## src/rtl/qdly_pkg.sv

```systemverilog
package qdly_pkg;

    typedef enum logic [1:0] {
        FN_PASS = 2'b00,
        FN_AND  = 2'b01,
        FN_OR   = 2'b10,
        FN_XOR  = 2'b11
    } fn_e;

    // one-cycle decision for the delay state
    typedef struct packed {
        logic sched;   // store Yc as waiting value, load counter
        logic cancel;  // drop the waiting value, clear counter
        logic expire;  // copy waiting value to the output
    } evt_t;

    function automatic logic at_most_one(input evt_t e);
        return (32'(e.sched) + 32'(e.cancel) + 32'(e.expire)) <= 32'd1;
    endfunction

endpackage

```

## src/rtl/qdly_gate.sv

```systemverilog
module qdly_gate
    import qdly_pkg::*;
#(
    parameter int W   = 4,
    parameter int NIN = 3
) (
    input  logic [NIN*W-1:0] in_vec,
    input  logic [1:0]       fn_sel,
    output logic [W-1:0]     yc
);
    logic [W-1:0] and_c [NIN];
    logic [W-1:0] or_c  [NIN];
    logic [W-1:0] xor_c [NIN];

    assign and_c[0] = in_vec[W-1:0];
    assign or_c[0]  = in_vec[W-1:0];
    assign xor_c[0] = in_vec[W-1:0];

    generate
        for (genvar k = 1; k < NIN; k++) begin : g_chain
            assign and_c[k] = and_c[k-1] & in_vec[k*W +: W];
            assign or_c[k]  = or_c[k-1]  | in_vec[k*W +: W];
            assign xor_c[k] = xor_c[k-1] ^ in_vec[k*W +: W];
        end
    endgenerate

    always_comb begin
        unique case (fn_e'(fn_sel))
            FN_AND:  yc = and_c[NIN-1];
            FN_OR:   yc = or_c[NIN-1];
            FN_XOR:  yc = xor_c[NIN-1];
            default: yc = in_vec[W-1:0];
        endcase
    end
endmodule

```

## src/rtl/qdly_ctrl.sv

```systemverilog
module qdly_ctrl
    import qdly_pkg::*;
#(
    parameter int W = 4
) (
    input  logic [W-1:0] yc,
    input  logic [W-1:0] cur,
    input  logic [W-1:0] fut,
    input  logic         pend,
    input  logic         qtick,
    input  logic         last,
    output evt_t         ev
);
    logic [W-1:0] target;
    logic         moved;

    always_comb begin
        target    = pend ? fut : cur;
        moved     = (yc != target);
        ev.cancel = moved && pend && (yc == cur);
        ev.sched  = moved && !ev.cancel;
        ev.expire = !moved && pend && qtick && last;
    end
endmodule

```

## src/rtl/qdly_cnt.sv

```systemverilog
module qdly_cnt #(
    parameter int CW = 8
) (
    input  logic          clk,
    input  logic          rst,
    input  logic          load,
    input  logic          clr,
    input  logic          dec,
    input  logic [CW-1:0] dly,
    output logic [CW-1:0] cnt,
    output logic          last
);
    localparam logic [CW-1:0] ONE = CW'(1);

    always_ff @(posedge clk) begin
        if (rst)       cnt <= '0;
        else if (load) cnt <= dly;
        else if (clr)  cnt <= '0;
        else if (dec)  cnt <= cnt - ONE;
    end

    assign last = (cnt <= ONE);


    load_value_chk: assert property (@(posedge clk) disable iff (rst)
        load |=> cnt == $past(dly));


    step_down_chk: assert property (@(posedge clk) disable iff (rst)
        (dec && !load && !clr) |=> cnt == $past(cnt) - ONE);


    idle_hold_chk: assert property (@(posedge clk) disable iff (rst)
        (!load && !clr && !dec) |=> $stable(cnt));
endmodule

```

## src/rtl/qdly_vals.sv

```systemverilog
module qdly_vals
    import qdly_pkg::*;
#(
    parameter int W = 4
) (
    input  logic         clk,
    input  logic         rst,
    input  logic [W-1:0] yc,
    input  evt_t         ev,
    output logic [W-1:0] cur,
    output logic [W-1:0] fut,
    output logic         pend
);
    always_ff @(posedge clk) begin
        if (rst) begin
            cur  <= '0;
            fut  <= '0;
            pend <= 1'b0;
        end else if (ev.sched) begin
            fut  <= yc;
            pend <= 1'b1;
        end else if (ev.cancel) begin
            fut  <= cur;
            pend <= 1'b0;
        end else if (ev.expire) begin
            cur  <= fut;
            pend <= 1'b0;
        end
    end


    pend_distinct_chk: assert property (@(posedge clk) disable iff (rst)
        pend |-> fut != cur);


    cancel_quiet_chk: assert property (@(posedge clk) disable iff (rst)
        ev.cancel |=> $stable(cur) && !pend);
endmodule

```

## src/rtl/qdly_top.sv

```systemverilog
module qdly_top
    import qdly_pkg::*;
#(
    parameter int W   = 4,
    parameter int NIN = 3,
    parameter int CW  = 8
) (
    input  logic             clk,
    input  logic             rst,
    input  logic             qtick,
    input  logic [1:0]       fn_sel,
    input  logic [NIN*W-1:0] in_vec,
    input  logic [CW-1:0]    dly,
    output logic [W-1:0]     y
);
    logic [W-1:0]  yc, cur, fut;
    logic          pend, last;
    logic [CW-1:0] cnt;
    evt_t          ev;

    qdly_gate #(.W(W), .NIN(NIN)) gate_i (
        .in_vec(in_vec), .fn_sel(fn_sel), .yc(yc)
    );

    qdly_ctrl #(.W(W)) ctrl_i (
        .yc(yc), .cur(cur), .fut(fut), .pend(pend),
        .qtick(qtick), .last(last), .ev(ev)
    );

    qdly_vals #(.W(W)) vals_i (
        .clk(clk), .rst(rst), .yc(yc), .ev(ev),
        .cur(cur), .fut(fut), .pend(pend)
    );

    qdly_cnt #(.CW(CW)) cnt_i (
        .clk(clk), .rst(rst),
        .load(ev.sched), .clr(ev.cancel | ev.expire),
        .dec(qtick && pend && !last && !ev.sched && !ev.cancel),
        .dly(dly), .cnt(cnt), .last(last)
    );

    assign y = cur;


    reset_clear_chk: assert property (@(posedge clk)
        rst |=> (y == '0) && (cnt == '0) && !pend);


    y_on_tick_chk: assert property (@(posedge clk) disable iff (rst)
        !$stable(y) |-> $past(qtick));


    idle_count_chk: assert property (@(posedge clk) disable iff (rst)
        !pend |-> cnt == '0);


    one_action_chk: assert property (@(posedge clk) disable iff (rst)
        at_most_one(ev));
endmodule

```

## config.mk

```make
export PLATFORM = sky130hd
export DESIGN_NAME = qdly_top
export DESIGN_NICKNAME = d
export VERILOG_FILES = /design/src/rtl/qdly_pkg.sv /design/src/rtl/qdly_gate.sv /design/src/rtl/qdly_ctrl.sv /design/src/rtl/qdly_cnt.sv /design/src/rtl/qdly_vals.sv /design/src/rtl/qdly_top.sv
export SDC_FILE = /design/constraint.sdc
export NUM_CORES = 1
export LEC_CHECK = 0
export BUFFER_PORTS_ARGS = -buffer_cell sky130_fd_sc_hd__buf_4
export CAP_MARGIN = 30
export CELL_PAD_IN_SITES_DETAIL_PLACEMENT = 0
export CELL_PAD_IN_SITES_GLOBAL_PLACEMENT = 1
export CORE_MARGIN = 2
export CORE_UTILIZATION = 40
export CTS_CLUSTER_SIZE = 20
export DETAILED_ROUTE_END_ITERATION = 6
export GPL_TIMING_DRIVEN = 0
export PLACE_DENSITY = 0.85
export SETUP_SLACK_MARGIN = 0.2
export SLEW_MARGIN = 10
export SYNTH_ARGS = -nofsm -noshare
export SYNTH_HDL_FRONTEND = slang
export SYNTH_SLANG_ARGS = --single-unit
```

## constraint.sdc

```tcl
create_clock -name clk -period 2.9 [get_ports clk]
set_input_delay 0.58 -clock clk [delete_from_list [all_inputs] [get_ports clk]]
set_output_delay 0.58 -clock clk [all_outputs]
set_load 0.1 [all_outputs]
```

==> results.ini <==
[yosys]
synth.area.mux_share_pct=6.318
synth-seq-cells=17
synth_xor_area_share_pct=2.949
synth_nets=216
synth_compound_area_share_pct=25.11
synth_top_family_by_area=simple AND/OR/NAND/NOR gates
synth_top_area_share_pct=22.91
synth_top_area_cell=dfxtp_1
postSynth.asyncResetShare_pct=0
ys_seq_area_share_pct=22.91
synth.distinct_cells=52
synth_area_um2=1485
postSynthAreaPerCell_um2=8.205
synth_warnings=0
synthTopCellsByArea=dfxtp_1 23%, ha_1 8.4%, a21oi_1 5.7%
synthSimpleGateAreaFrac_pct=28.73
synthAdderAreaFrac_pct=8.425
yosys_most_used_dff=dfxtp_1
synth_edf_count=0
netlist_instances=181

[floorplanning]
core_area_um2=3606
die_w_um=64.94
initial_core_util_pct=41.19
num_rows=22
die_h_um=64.94
ios=29
die_area_um2=4217

[critical_path]
crit_path_end_kind=flop
max_stage_delay_ns=0.65
critical_path.slowest_cell=or4_1
path_cells=buf_4 -> inv_1 -> ha_1 -> xnor2_1 -> a221oi_2 -> nor2_1 -> xnor2_1 -> or4_1 -> nand3b_1 -> a21oi_1
cp-start-kind=input port
worstSetupPathType=in -> reg
cp_top_family=simple AND/OR/NAND/NOR gates
path_max_fanout=5
crit_buf_inv=2
cp_common_cell=xnor2_1
required_ns=3.02
worst-endpoint-arrival_ns=2.65

[timing]
period_minus_slack_ns=2.529
tightest_slew_ns=0.4743
setup_tns_ns=0
setup_viol=0
grt_setup_unrepaired=no
finalCritPeriodShare_pct=87.19
fmax_ghz=0.3955
finClkSkew_ns=0.003501
max_slew_margin_pct=68.14
whs_ns=0.5069
hold_viol_final=0
slew_viol_final=0

[global_route]
overflow=0
grtUsageTotal_pct=16.99
antenna_found_initial=0
grt_max_degree=11
grt_pass1_vias=1332
grt_first_pass_wirelength_um=5768

[finish]
final_cell_area_um2=1814
final-seq-area_um2=340.3
antenna_cells=0
instances_no_fill=260
area_growth_pct=22.16
multi_input_area_um2=1084
drive_gt1_share_pct=24.06
nets=248
final_core_util_pct=50.31
fillers=362

[route]
drt_iter0_drc=41
detail_route.first_pass.iterations=4
postRouteWirelength_um=3217
drc_errors=0
num_vias=1399
vias_per_cell=5.381
drt-wirelength-per-cell_um=12.37
ant_nets=0

[place]
dp_hpwl_um=2527
io_buffers=27
place_congestion=0.7456
placed_area_um2=1748
dpl.cell_count=256

[power]
p_per_area_nw_per_um2=382.7
ir_drop_uv=237.4
power.leakage_uw=0.0007556

[clock_network]
path_clk_slew_ns=0.06
max-clock-path-buffers=2
numCtsBuffers=3
clock_latency_ns=0.25
cts_resized=0
cts_tree=yes
cts_setup_buffers=0
cts_max_level=1
cts_hold_buf=0
cts_root_buffer=clkbuf_8
cts.sinks=17

[worst_hold_path]
hp-class=in -> reg

[flow_run]
maxCapViolations=0

[outcome]
outcome=finished, final reports clean

sequential cells by signal, indices dropped and copies added (netlist names):
signal and count:
vals_i.pend 1, cnt_i.cnt 8, vals_i.cur 4, vals_i.fut 4
placed cells by master (no fill, tap or decap), types with 3 or more instances in the layout:
cell / count
and3_1: 3
ha_1: 10
nor2_1: 17
nor3b_1: 6
a21oi_1: 17
mux2_2: 3
or3_1: 5
nand3_1: 4
nand3b_1: 4
clkbuf_8: 3
o21ai_1: 6
nand2_1: 9
xnor2_1: 4
buf_4: 28
dfxtp_1: 17
buf_2: 3
mux2i_1: 6
o21ai_0: 7
nor3_1: 4
o22a_1: 3
inv_1: 12
o21a_1: 4
area by class of cell:
type                    count  share of cell area, %
repair buffers             27                  11.17
well taps                  48                  3.310
plain buffers               6                  2.069
flip-flops and latches     17                  18.76
multi-input cells         146                  59.72
clock buffers               4                  2.483
inverters                  12                  2.483
where the power goes:
| group | switching, uW | internal (uW) |
|---|---|---|
| Combinational | 133 | 111 |
| Sequential | 18.8 | 251 |
| Clock | 82.2 | 97.6 |
synth_stat cells (2+ instances only):
cell      instances
o22a_1            3
nand3_1           4
o21ai_1           4
xnor2_1           4
o21ai_0           9
ha_1             10
o22ai_1           2
and3_2            2
nor3b_1           6
a21oi_1          17
nor3_1            4
or3_1             5
nor2_1           17
and2_1            2
nand3b_1          4
buf_2             3
and3_1            3
dfxtp_1          17
o221a_1           2
o21a_1            4
nand2_1           9
mux2_2            3
inv_1            12
mux2i_1           6
nor4_1            2
path summary, 6_finish.rpt:
kind	cells after the start	slack, ns	end	start
setup / recovery	10	0.37	cnt_i.cnt[6]	in_vec[1]
hold / removal	2	0.51	cnt_i.cnt[2]	rst
setup reg to reg	6	0.63	vals_i.cur[0]	cnt_i.cnt[2]
hold reg to reg	2	0.52	vals_i.fut[0]	vals_i.fut[0]
logic make-up (layout without fill, tap and decap cells):
family	count (synthesis)	after routing
xor+xnor	5	5
compound gates	53	53
mux	9	9
flops	17	17
fa+ha+maj	10	10
simple gates	69	69
buf+inv	18	49
per-layer routing:
| metal | part of all wire, % | global-route usage, % | up-vias | routed length, um |
|---|---|---|---|---|
| li1 | - | - | 733 | - |
| met1 | 50 | 22.59 | 646 | 1616 |
| met2 | 46 | 28.48 | 18 | 1467 |
| met3 | 3.7 | 3.993 | 2 | 120 |
| met4 | 0.40 | 2.394 | 0 | 13 |
| met5 | 0 | 0 | - | 0 |
through the flow:
stage,total power [uW],worst slack [ns]
floorplan,447.0,0.3604
global placement,511.8,0.09094
detailed placement,513.1,0.03262
CTS,697.0,0.2929
global route,751.1,0.2491
finish,694.3,0.3715
Power figures use the tool's default switching activity.
